`src/rtl/spc_pkg.sv`:
```
package spc_pkg;
  localparam int CFG_W = 8;
  localparam logic [CFG_W-1:0] WMASK_IRQ = 8'h77;
  localparam logic [CFG_W-1:0] WMASK_TMR = 8'hF7;

  typedef struct packed {
    logic tsel;   // bit 7: timer pulse select
    logic ie;     // bit 6: interrupt enable
    logic alow;   // bit 5: active-low edge
    logic ttl;    // bit 4: threshold select
    logic rsv;    // bit 3: reserved
    logic od;     // bit 2: open drain
    logic pu;     // bit 1: pull-up
    logic oe;     // bit 0: output enable
  } pin_cfg_t;
endpackage

```
`src/rtl/spc_regs.sv`:
```
module spc_regs
  import spc_pkg::*;
#(
  parameter int NUM_PINS  = 5,
  parameter int NUM_IRQ   = 3,
  parameter int ADDR_W    = 8,
  parameter int BASE_ADDR = 7
) (
  input  logic                     clk,
  input  logic                     rst,
  input  logic                     we,
  input  logic [ADDR_W-1:0]        addr,
  input  logic [CFG_W-1:0]         wdata,
  output pin_cfg_t [NUM_PINS-1:0]  cfg,
  output logic [CFG_W-1:0]         rdata
);
  for (genvar p = 0; p < NUM_PINS; p++) begin : g_reg
    localparam logic [CFG_W-1:0]  MASK  = (p < NUM_IRQ) ? WMASK_IRQ : WMASK_TMR;
    localparam logic [ADDR_W-1:0] PADDR = ADDR_W'(BASE_ADDR + p);
    always_ff @(posedge clk) begin
      if (rst)
        cfg[p] <= '0;
      else if (we && addr == PADDR)
        cfg[p] <= pin_cfg_t'(wdata & MASK);
    end
  end

  logic [CFG_W-1:0] rd_mux;
  always_comb begin
    rd_mux = '0;
    for (int p = 0; p < NUM_PINS; p++)
      if (addr == ADDR_W'(BASE_ADDR + p)) rd_mux = cfg[p];
  end

  always_ff @(posedge clk) begin
    if (rst) rdata <= '0;
    else     rdata <= rd_mux;
  end
endmodule

```
`src/rtl/spc_pad_drive.sv`:
```
module spc_pad_drive
  import spc_pkg::*;
#(
  parameter int NUM_IRQ = 3,
  parameter int NUM_TMR = 2,
  localparam int NUM_PINS = NUM_IRQ + NUM_TMR
) (
  input  logic                    clk,
  input  logic                    rst,
  input  pin_cfg_t [NUM_PINS-1:0] cfg,
  input  logic [NUM_PINS-1:0]     pdata,
  input  logic [NUM_PINS-1:0]     pad_in,
  input  logic [NUM_TMR-1:0]      tmr_pulse,
  output logic [NUM_PINS-1:0]     eff,
  output logic [NUM_PINS-1:0]     pad_oe,
  output logic [NUM_PINS-1:0]     pad_out,
  output logic [NUM_PINS-1:0]     pad_pu,
  output logic [NUM_PINS-1:0]     pad_ttl,
  output logic [NUM_TMR-1:0]      cap_in
);
  logic [NUM_PINS-1:0] val;

  for (genvar p = 0; p < NUM_PINS; p++) begin : g_pin
    if (p >= NUM_IRQ) begin : g_tmr
      assign val[p] = (cfg[p].tsel && cfg[p].oe) ? tmr_pulse[p-NUM_IRQ] : pdata[p];
    end else begin : g_gpio
      assign val[p] = pdata[p];
    end
    assign eff[p] = cfg[p].oe ? val[p] : pad_in[p];

    always_ff @(posedge clk) begin
      if (rst) begin
        pad_oe[p]  <= 1'b0;
        pad_out[p] <= 1'b0;
        pad_pu[p]  <= 1'b0;
        pad_ttl[p] <= 1'b0;
      end else begin
        pad_oe[p]  <= cfg[p].oe & (~cfg[p].od | ~val[p]);
        pad_out[p] <= cfg[p].oe & ~cfg[p].od & val[p];
        pad_pu[p]  <= cfg[p].pu;
        pad_ttl[p] <= cfg[p].ttl;
      end
    end
  end

  for (genvar t = 0; t < NUM_TMR; t++) begin : g_cap
    always_ff @(posedge clk) begin
      if (rst) cap_in[t] <= 1'b0;
      else     cap_in[t] <= eff[NUM_IRQ+t];
    end
  end
endmodule

```
`src/rtl/spc_edge_irq.sv`:
```
module spc_edge_irq #(
  parameter int SYNC_STAGES = 2
) (
  input  logic clk,
  input  logic rst,
  input  logic din,
  input  logic alow,
  input  logic ie,
  input  logic clr,
  output logic req
);
  logic [SYNC_STAGES-1:0] sync_q;
  logic lvl, lvl_q, pend_q, edge_hit;

  always_ff @(posedge clk) begin
    if (rst) sync_q <= '0;
    else     sync_q <= {sync_q[SYNC_STAGES-2:0], din};
  end

  // polarity-adjusted level: flipping alow can itself look like an edge
  assign lvl      = sync_q[SYNC_STAGES-1] ^ alow;
  assign edge_hit = lvl & ~lvl_q;

  always_ff @(posedge clk) begin
    if (rst) begin
      lvl_q  <= 1'b0;
      pend_q <= 1'b0;
    end else begin
      lvl_q  <= lvl;
      pend_q <= edge_hit | (pend_q & ~clr);
    end
  end

  assign req = pend_q & ie;
endmodule

```
`src/rtl/shared_pin_ctrl.sv`:
```
module shared_pin_ctrl
  import spc_pkg::*;
#(
  parameter int NUM_IRQ     = 3,
  parameter int NUM_TMR     = 2,
  parameter int ADDR_W      = 8,
  parameter int BASE_ADDR   = 7,
  parameter int SYNC_STAGES = 2,
  localparam int NUM_PINS   = NUM_IRQ + NUM_TMR
) (
  input  logic                clk,
  input  logic                rst,
  input  logic                bus_we,
  input  logic [ADDR_W-1:0]   bus_addr,
  input  logic [CFG_W-1:0]    bus_wdata,
  output logic [CFG_W-1:0]    bus_rdata,
  input  logic [NUM_PINS-1:0] pdata,
  input  logic [NUM_PINS-1:0] pad_in,
  output logic [NUM_PINS-1:0] pad_oe,
  output logic [NUM_PINS-1:0] pad_out,
  output logic [NUM_PINS-1:0] pad_pu,
  output logic [NUM_PINS-1:0] pad_ttl,
  input  logic [NUM_IRQ-1:0]  irq_clr,
  output logic [NUM_IRQ-1:0]  irq_req,
  input  logic [NUM_TMR-1:0]  tmr_pulse,
  output logic [NUM_TMR-1:0]  cap_in
);
  pin_cfg_t [NUM_PINS-1:0] cfg;
  logic [NUM_PINS-1:0]     eff;

  spc_regs #(
    .NUM_PINS(NUM_PINS), .NUM_IRQ(NUM_IRQ), .ADDR_W(ADDR_W), .BASE_ADDR(BASE_ADDR)
  ) u_regs (
    .clk(clk), .rst(rst), .we(bus_we), .addr(bus_addr), .wdata(bus_wdata),
    .cfg(cfg), .rdata(bus_rdata)
  );

  spc_pad_drive #(.NUM_IRQ(NUM_IRQ), .NUM_TMR(NUM_TMR)) u_drive (
    .clk(clk), .rst(rst), .cfg(cfg), .pdata(pdata), .pad_in(pad_in),
    .tmr_pulse(tmr_pulse), .eff(eff), .pad_oe(pad_oe), .pad_out(pad_out),
    .pad_pu(pad_pu), .pad_ttl(pad_ttl), .cap_in(cap_in)
  );

  for (genvar i = 0; i < NUM_IRQ; i++) begin : g_irq
    spc_edge_irq #(.SYNC_STAGES(SYNC_STAGES)) u_edge (
      .clk(clk), .rst(rst), .din(eff[i]), .alow(cfg[i].alow),
      .ie(cfg[i].ie), .clr(irq_clr[i]), .req(irq_req[i])
    );
  end
endmodule

```
`config.mk`:
```
export PLATFORM = sky130hd
export DESIGN_NAME = shared_pin_ctrl
export DESIGN_NICKNAME = d
export VERILOG_FILES = /design/src/rtl/spc_pkg.sv /design/src/rtl/spc_regs.sv /design/src/rtl/spc_pad_drive.sv /design/src/rtl/spc_edge_irq.sv /design/src/rtl/shared_pin_ctrl.sv
export SDC_FILE = /design/constraint.sdc
export NUM_CORES = 1
export LEC_CHECK = 0
export BUFFER_PORTS_ARGS = -buffer_cell sky130_fd_sc_hd__buf_2
export CAP_MARGIN = 20
export CORE_UTILIZATION = 51
export DETAILED_ROUTE_END_ITERATION = 10
export MAX_ROUTING_LAYER = met4
export PLACE_DENSITY = 0.77
export RECOVER_POWER = 25
export SETUP_SLACK_MARGIN = 0.2
export SLEW_MARGIN = 20
export SYNTH_ARGS = -nofsm -noshare
export SYNTH_HDL_FRONTEND = slang
export SYNTH_SLANG_ARGS = --single-unit
```
`constraint.sdc`:
```
create_clock -name clk -period 3.6 [get_ports clk]
set_input_delay 0.18 -clock clk [delete_from_list [all_inputs] [get_ports clk]]
set_output_delay 0.18 -clock clk [all_outputs]
set_load 0.02 [all_outputs]
```
==> results by group, run 1 <==
Status
  • Outcome: complete, no violations

Setup path
  • Crit. End Element: flop
  • Worst-path maximum fanout: 8
  • Critical Path, Cell by Cell: buf_2 -> nor4_4 -> nand4_2 -> mux2i_1 -> nor2_1
  • Reg2Reg Setup Slack: 2.29 ns
  • CP Buf/Inv Count: 1
  • Top delay family on crit path: simple AND/OR/NAND/NOR gates
  • Critical Path Start Type: primary input
  • Worst EP required: 3.79 ns
  • Critical Path Max Stage Delay: 0.53 ns
  • Crit Path Category: primary input to flop
  • Crit-path slowest cell: nor4_4
  • Critical Path AT: 1.59 ns

Global routing
  • Largest net degree at the start of global routing: 65
  • Total global-route track usage: 0.222
  • Initial antenna violation count: 0
  • Number of global-route vias before repair: 2,103
  • Grt total ovfl: 0
  • First-pass GRT wire length: 9.71 mm

Clock tree
  • CTS Buffer Depth: 2
  • Post-CTS Resized: 0
  • Root buffer cell: clkbuf_8
  • Post-CTS setup buffer count: 0
  • Worst-path clk slew: 0.07 ns
  • TritonCTS clock tree: built
  • Clk sinks: 73
  • CTS buffer count: 9
  • Hold_buf cts: 0
  • Clock latency at the later pin of the worst-skew pair: 0.34 ns
  • H-tree depth: 3

Synthesis
  • Sequential area share after synthesis: 0.521
  • Top-count cell post-synth: dfxtp_1
  • Synth Net Count: 319
  • Synth Cell Area: 2800 um^2
  • Unique masters post-synth: 32
  • Yosys warning count: 0
  • Ys flop type: dfxtp_1
  • #FFs+latches synth: 73
  • Ranking of synthesized cells by area: dfxtp_1 (52%), mux2i_1 (12%), nor2_1 (6.0%)
  • Asr flop ratio synth: 0
  • Yosys top cell by area: dfxtp_1
  • Number of flops mapped to enable cells by yosys: 0
  • Average cell area after synthesis: 9.84 um^2
  • Area share of the largest cell type after synthesis: 0.521
  • Mapped Cells: 285
  • Most frequent cells after synthesis: dfxtp_1 (73), nor2_1 (45), mux2i_1 (34)

Detailed routing
  • Routed Antenna Nets: 0
  • Drt total wl: 5.77 mm
  • Via density: 5.27
  • Length of the first detailed-routing pass in iterations: 5
  • Total vias in the final route: 2,192
  • DRC: 0
  • Initial DRC count: 135
  • Routed wire per std cell: 13.9 um

Timing
  • Hold slack: 0.0396 ns
  • Relative slew slack: 0.299
  • Max-slew violation count: 0
  • Final Hold Viols: 0
  • F_max: 0.713 GHz
  • Final min period: 1.40 ns
  • Slew @ Worst Pin: 1.05 ns
  • Tcrit/Tclk final: 0.390
  • Setup Viol. Count Final: 0
  • Clock Skews: 0.00999 ns
  • RSZ-0062 raised after global routing: no
  • Post-Route Setup TNS: 0 ns

Cells and area
  • Fin nets: 375
  • Layout area overhead: 17.6%
  • Antenna diodes: 0
  • Fillers: 458
  • Share of cells above drive strength 1: 0.188

Floorplan
  • Die X-Extent: 76.1 um
  • Die area: 5800 um^2
  • Core Rows: 26
  • Initial Util: 0.539
  • IO Count: 67
  • CORE AREA: 5200 um^2
  • Die height: 76.1 um

Placement
  • Placer Congestion: 0.775
  • PortBufs: 64
  • HPWL Detailed: 3.88 mm

Power
  • Max VDD drop: 0.274 mV
  • Leak: 1.49 nW
  • Power per cell area: 476 nW/um^2

Run
  • Max-Cap Viols: 0

Hold path
  • Worst Hold Class: primary input to flop
final timing paths:
path,depth (start not counted),from,end
hold / removal,2,pdata[1],u_drive.pad_oe[1]$_SDFF_PP0_
hold reg to reg,1,g_irq[1].u_edge.lvl_q$_SDFF_PP0_,g_irq[1].u_edge.pend_q$_SDFF_PP0_
setup / recovery,5,bus_addr[7],u_regs.cfg[21]$_SDFFE_PP0P_
setup reg to reg,4,u_regs.cfg[18]$_SDFFE_PP0P_,u_regs.rdata[2]$_SDFF_PP0_
cells by family (layout without fill, tap and decap cells):
group | Yosys count | in the layout | synth area share
buf+inv | 21 | 82 | 0.0366
mux | 34 | 34 | 0.121
compound gates | 45 | 45 | 0.106
other cells | 1 | 1 | 0.00134
flops | 73 | 73 | 0.521
simple gates | 108 | 108 | 0.204
xor+xnor | 3 | 3 | 0.00937
layer usage:
layer,vias up,GRT usage,share of wire
met2,73,0.354,0.48
met4,0,0.113,0.016
li1,1097,-,-
met3,7,0.0527,0.061
met5,-,-,0
met1,1015,0.261,0.44
layout by cell type (no fill, tap or decap), types with 2 or more instances in the layout:
cell | netlist | final
xnor2_1 | 3 | 3
nor3_1 | 2 | 2
inv_1 | 2 | 2
a21oi_1 | 12 | 12
and2_1 | 3 | 3
dfxtp_1 | 73 | 73
a221oi_1 | 6 | 6
o21ai_0 | 10 | 10
o2111ai_1 | 6 | 6
mux2i_1 | 34 | 34
clkbuf_1 | 9 | 23
nor2_1 | 45 | 45
buf_2 | 3 | 45
bufinv_16 | 0 | 2
a211oi_1 | 2 | 2
nand3_2 | 2 | 2
nand2b_1 | 7 | 7
nor3b_1 | 3 | 3
nand2_1 | 20 | 20
nor2b_1 | 17 | 17
clkbuf_8 | 0 | 9
o31ai_1 | 9 | 9
nand4_2 | 2 | 2
flip-flops by register name, summed over array words and instances, names as in the netlist:
register	flops
g_irq.u_edge.sync_q	6
u_drive.pad_pu	5
g_irq.u_edge.pend_q	3
g_irq.u_edge.lvl_q	3
u_drive.pad_ttl	5
u_drive.pad_oe	5
u_regs.cfg	32
u_drive.pad_out	5
u_regs.rdata	7
u_drive.cap_in	2
power breakdown:
part           internal, mW  switching, mW
Sequential            0.815        0.00248
Combinational        0.0310         0.0531
Clock                 0.391          0.279
Total                  1.24          0.335
area by class of cell:
| cell class | count | area, um^2 | share of cell area |
|---|---|---|---|
| clock inverters | 3 | 65.1 | 0.0197 |
| inverters | 2 | 7.51 | 0.00228 |
| well taps | 70 | 87.6 | 0.0266 |
| clock buffers | 13 | 139 | 0.0421 |
| flip-flops and latches | 73 | 1460 | 0.443 |
| repair buffers | 64 | 297 | 0.0899 |
| multi-input cells | 191 | 1240 | 0.376 |
through the flow:
step | instances | util | setup WS, ns | cell area (um^2) | total power [mW]
after floorplan | 285 | - | 2.22 | 2800 | 0.888
after global placement | 400 | 0.599 | 1.90 | 3120 | 0.918
after detailed placement | 400 | 0.599 | 1.85 | 3120 | 0.920
after CTS | 416 | 0.638 | 2.18 | 3320 | 1.58
after global routing | 416 | 0.633 | 2.07 | 3300 | 1.63
final | 416 | 0.633 | 2.20 | 3300 | 1.57
(Power assumes the default switching activity.)
==> run 2, diff against run 1 <==
clock period = 1.3 ns   (was 3.6 ns; I/O delays follow)
==> run 2 against run 1 <==
  * Register-to-register slack worse by 2.2 ns
  * Worst hold slack worse by 0.00062 ns
  * Critical path depth shrank 1
  * Cell count grew 6.7%
  * Flip-flop and latch count unchanged
  * Largest power group unchanged
  * Highest routed layer unchanged
==> results by group, run 2 (synthesized netlist as in run 1, its figures left out) <==
Cells and area
  • Final Cell Area: 3650 um^2
  • Layout area overhead: 30.2%
  • Share of cells above drive strength 1: 0.321
  • Commonest non-fill, non-tap cells in the layout: dfxtp_1 (64), buf_2 (62), nor2_1 (45)
  • Biggest register: u_regs.cfg
  • Max reg flops: 32
  • Antenna diodes: 0
  • Largest registers: u_regs.cfg (32), u_regs.rdata (7), g_irq.u_edge.sync_q (6)
  • Final core occ: 0.701
  • Non-filler cells, final: 444
  • Fin nets: 403
  • Commonest non-fill, non-tap cell in the layout: dfxtp_1

Power
  • Max VDD drop: 0.843 mV
  • Leak: 1.70 nW
  • Total power draw: 4.59 mW
  • Power per cell area: 1260 nW/um^2

Clock tree
  • Root buffer cell: clkbuf_8
  • Clk sinks: 73
  • TritonCTS clock tree: built
  • H-tree depth: 3
  • CTS buffer count: 9
  • Clock latency at the later pin of the worst-skew pair: 0.35 ns
  • Worst-path clk slew: 0.07 ns
  • CTS Buffer Depth: 2

Setup path
  • Worst-path maximum fanout: 2
  • Critical Path, Cell by Cell: mux2i_2 -> a221oi_2 -> o2111ai_1 -> o31ai_1
  • Crit Path Category: flop to flop
  • Critical Path AT: 1.44 ns
  • Worst EP required: 1.55 ns
  • Crit. End Element: flop
  • Critical Path Start Type: flop
  • Critical Path Max Stage Delay: 0.35 ns
  • Crit-path slowest cell: dfxtp_1

Placement
  • HPWL Detailed: 4.04 mm
  • Placed cells: 413
  • DP Area: 3210 um^2
  • Placer Congestion: 0.823
  • Pre-CTS WS: -0.0446 ns
  • PortBufs: 64

Floorplan
  • CORE AREA: 5200 um^2
  • Die height: 76.1 um
  • Initial Util: 0.539
  • Core Rows: 26
  • Die X-Extent: 76.1 um
  • IO Count: 67
  • Die area: 5800 um^2

Detailed routing
  • Total vias in the final route: 2,316
  • Length of the first detailed-routing pass in iterations: 4
  • DRC: 0
  • Routed Antenna Nets: 0
  • Initial DRC count: 153
  • Via density: 5.22
  • Drt total wl: 6.35 mm
  • Routed wire per std cell: 14.3 um

Timing
  • Clock Skews: 0.00423 ns
  • Final min period: 1.19 ns
  • Final Hold Viols: 0
  • Setup slack after layout: 0.112 ns
  • Max-slew violation count: 0
  • Slew @ Worst Pin: 0.599 ns
  • Hold slack: 0.0390 ns
  • Post-Route Setup TNS: 0 ns
  • Relative slew slack: 0.601
  • RSZ-0062 raised after global routing: yes
  • F_max: 0.842 GHz
  • Setup Viol. Count Final: 0
  • Tcrit/Tclk final: 0.914

Global routing
  • Total global-route track usage: 0.244
  • Initial antenna violation count: 0
  • Grt total ovfl: 0
  • Largest net degree at the start of global routing: 20
  • First-pass GRT wire length: 10.6 mm
  • Number of global-route vias before repair: 2,232

Status
  • Outcome: complete, no violations

Hold path
  • Worst Hold Class: primary input to flop

Run
  • Max-Cap Viols: 0
run 2: cell count changes in the layout (fill, tap and decap cells not counted), moves of 8 or more:
cell / previous run / this run
clkbuf_1: 23 / 3
dfxtp_1: 73 / 64
dfxtp_2: 0 / 8
buf_2: 45 / 62
buf_4: 0 / 14
dlygate4sd3_1: 0 / 12
run 2: cell type report:
| cell class | count | area [um^2] |
|---|---|---|
| clock buffers | 11 | 151 |
| inverters | 2 | 7.51 |
| repair buffers | 92 | 554 |
| clock inverters | 5 | 77.6 |
| flip-flops and latches | 73 | 1480 |
| fillers | 415 | 1550 |
| multi-input cells | 191 | 1300 |
| well taps | 70 | 87.6 |
run 2: path summary, 6_finish.rpt:
path | from | endpoint | slack [ns] | depth (start not counted)
worst max-delay path | u_regs.cfg[16]$_SDFFE_PP0P_ | u_regs.rdata[0]$_SDFF_PP0_ | 0.11 | 4
worst min-delay path | bus_wdata[6] | u_regs.cfg[22]$_SDFFE_PP0P_ | 0.04 | 3
worst max register to register | u_regs.cfg[16]$_SDFFE_PP0P_ | u_regs.rdata[0]$_SDFF_PP0_ | 0.11 | 4
worst min register to register | g_irq[2].u_edge.lvl_q$_SDFF_PP0_ | g_irq[2].u_edge.pend_q$_SDFF_PP0_ | 0.41 | 1
run 2: timing repair:
action	in CTS	in global routing
gates resized for setup	17	6
hold buffers	12	0
endpoints found under the hold margin	15	0
setup buffers	3	0
pin swaps	7	6
endpoints found under the setup margin	6	10
run 2: critical path: cells and delay by family (launching register included):
family | cells | cell delay, ns
AO/OA/AOI/OAI | 3 | 0.65
flip-flops | 1 | 0.35
multiplexers | 1 | 0.09
run 2: routing by layer:
| metal | track usage | up-vias | wire [um] |
|---|---|---|---|
| li1 | - | 1154 | - |
| met1 | 0.313 | 1073 | 2950 |
| met2 | 0.372 | 72 | 2990 |
| met3 | 0.0419 | 17 | 269 |
| met4 | 0.123 | 0 | 153 |
| met5 | - | - | 0 |
run 2: power by group:
part | internal (mW) | switching (mW)
registers | 2.25 | 0.00658
logic | 0.138 | 0.175
clock network | 1.18 | 0.836
total | 3.57 | 1.02
==> run 3, diff against run 2 <==
CORE_UTILIZATION = 45   (was 51)
PLACE_DENSITY = 0.68   (was 0.77)
SKIP_LAST_GASP = 1   (was unset)
SYNTH_HIERARCHICAL = 1   (was unset)
==> run 3 against run 2 <==
  * First-iteration DRC count is 37% lower
  * Fmax rose by 14%
  * Critical path depth shrank 2
  * Worst setup slack better by 0.15 ns
  * Cell area up 5.0%
  * Clock-buffer cell count unchanged
  * Core utilization down 9.8 points
  * Global-route usage is 4.4 points lower
  * Clock power rose by 18%
  * Sequential power is essentially flat
  * Sequential share of layout area decreased by 2.1 points
  * Die area is 20% higher
  * Critical endpoint is now g_irq[2].u_edge/sync_q[0]$_SDFF_PP0_
  * Highest routed layer unchanged
==> results by group, run 3 <==
Detailed routing
  • Total vias in the final route: 2,193
  • Routed Antenna Nets: 0
  • Initial DRC count: 97
  • Drt total wl: 6.12 mm
  • Routed wire per std cell: 14.1 um
  • Length of the first detailed-routing pass in iterations: 4
  • DRC: 0
  • Via density: 5.06

Clock tree
  • Root buffer cell: clkbuf_8
  • Worst-path clk slew: 0.07 ns
  • H-tree depth: 3
  • CTS Buffer Depth: 2
  • Clk sinks: 73
  • CTS buffer count: 9
  • TritonCTS clock tree: built
  • Clock latency at the later pin of the worst-skew pair: 0.35 ns
  • Post-CTS setup buffer count: 0

Cells and area
  • Biggest register: u_regs/cfg
  • Max reg flops: 32
  • Final core occ: 0.604
  • Largest registers: u_regs/cfg (32), u_regs/rdata (7), g_irq.u_edge/sync_q (6)
  • Commonest non-fill, non-tap cell in the layout: dfxtp_1
  • Non-filler cells, final: 433
  • Antenna diodes: 0
  • Commonest non-fill, non-tap cells in the layout: dfxtp_1 (68), buf_2 (63), nand2b_1 (46)
  • Fin nets: 385
  • Layout area overhead: 29.0%
  • Share of cells above drive strength 1: 0.357

Setup path
  • Crit Path Category: flop to flop
  • Top delay family on crit path: flip-flops
  • Critical Path Start Type: flop
  • CP Buf/Inv Count: 0
  • Crit. End Element: flop
  • Critical Path AT: 1.28 ns
  • Worst EP required: 1.54 ns
  • Critical Path Max Stage Delay: 0.41 ns
  • Critical Path, Cell by Cell: mux2_2 -> and2b_2
  • Crit-path slowest cell: dfxtp_1
  • Worst-path maximum fanout: 4

Timing
  • RSZ-0062 raised after global routing: yes
  • Setup slack after layout: 0.261 ns
  • Clock Skews: 0.00796 ns
  • F_max: 0.963 GHz
  • Hold slack: 0.0158 ns
  • Tcrit/Tclk final: 0.799
  • Final Hold Viols: 0
  • Final min period: 1.04 ns
  • Setup Viol. Count Final: 0
  • Max-slew violation count: 0

Floorplan
  • IO Count: 67
  • Die area: 6940 um^2
  • CORE AREA: 6350 um^2
  • Die X-Extent: 83.3 um
  • Die height: 83.3 um
  • Initial Util: 0.468
  • Core Rows: 29

Global routing
  • Grt total ovfl: 0
  • Met3 global-route usage: 0.0596
  • Largest net degree at the start of global routing: 42
  • First-pass GRT wire length: 10.5 mm
  • Met1 usage in global routing: 0.248
  • Grt peak-use layer: met2
  • Global-route track usage on met2: 0.308
  • Initial antenna violation count: 0
  • Number of global-route vias before repair: 2,176
  • Total global-route track usage: 0.200

Placement
  • HPWL Detailed: 4.37 mm
  • Placer Congestion: 0.870
  • Pre-CTS WS: 0.0127 ns
  • PortBufs: 64
  • Placed cells: 409

Power
  • Power per cell area: 1290 nW/um^2
  • Leak: 1.76 nW
  • Max VDD drop: 1.08 mV

Synthesis
  • Mapped Cells: 270
  • Yosys warning count: 6
  • Average cell area after synthesis: 11.0 um^2
  • Synth Cell Area: 2970 um^2
  • Synth Net Count: 304

Status
  • Outcome: complete, no violations

Run
  • Max-Cap Viols: 0

Hold path
  • Worst Hold Class: primary input to flop
## run 3: cell count changes in the layout (fill, tap and decap cells not counted), moves of 9 or more
cell	before	now
nand2b_1	7	46
nor2_1	45	6
nand2_1	20	0
o21ai_0	10	0
a21oi_1	12	3
mux2_2	0	9
## run 3: metal layers
metal  wire, um  vias up
li1           -     1111
met1       2910     1019
met2       2890       57
met3        266        6
met4         55        0
met5          0        -
## run 3: final timing paths
path                                                to                              from  slack [ns]  cells past startpoint
setup / recovery  g_irq[2].u_edge/sync_q[0]$_SDFF_PP0_       u_regs/cfg[16]$_SDFFE_PP0P_        0.26                      2
hold / removal            u_drive/cap_in[1]$_SDFF_PP0_                         pad_in[4]        0.02                      3
setup reg to reg  g_irq[2].u_edge/sync_q[0]$_SDFF_PP0_       u_regs/cfg[16]$_SDFFE_PP0P_        0.26                      2
hold reg to reg      g_irq[1].u_edge/pend_q$_SDFF_PP0_  g_irq[1].u_edge/lvl_q$_SDFF_PP0_        0.42                      1
## run 3: repair_timing
| action | 4_1_cts | 5_1_grt |
|---|---|---|
| hold buffers | 8 | 0 |
| setup endpoints to repair | 0 | 6 |
| gates resized for setup | 0 | 6 |
| hold endpoints to repair | 12 | 0 |
## run 3: per-stage QoR
| stage | TNS (ns) | instance area (um^2) | power, mW |
|---|---|---|---|
| 6_report | 0 | 3830 | 4.94 |
| 5_1_grt | 0 | 3830 | 5.11 |
| 4_1_cts | 0 | 3820 | 5.00 |
| 3_5_place_dp | 0 | 3470 | 2.59 |
| 3_3_place_gp | -0.00757 | 3470 | 2.59 |
| 2_1_floorplan | 0 | 2980 | 2.47 |
## run 3: layout make-up
cell class | instances | area [um^2]
Sequential cell | 73 | 1470
Inverter | 2 | 7.51
Timing Repair Buffer | 87 | 562
Fill cell | 535 | 2510
Clock buffer | 11 | 151
Multi-Input combinational cell | 178 | 1430
Tap cell | 77 | 96.3
Clock inverter | 5 | 125
## run 3: worst min-delay path, cell delays in order
cell and delay, ns:
buf_2 0.09, nor2_1 0.10, a211oi_2 0.05
## run 3: power by group
group	internal, mW	switching (mW)
clock	1.57	0.812
sequential	2.25	0.00665
combinational	0.153	0.143
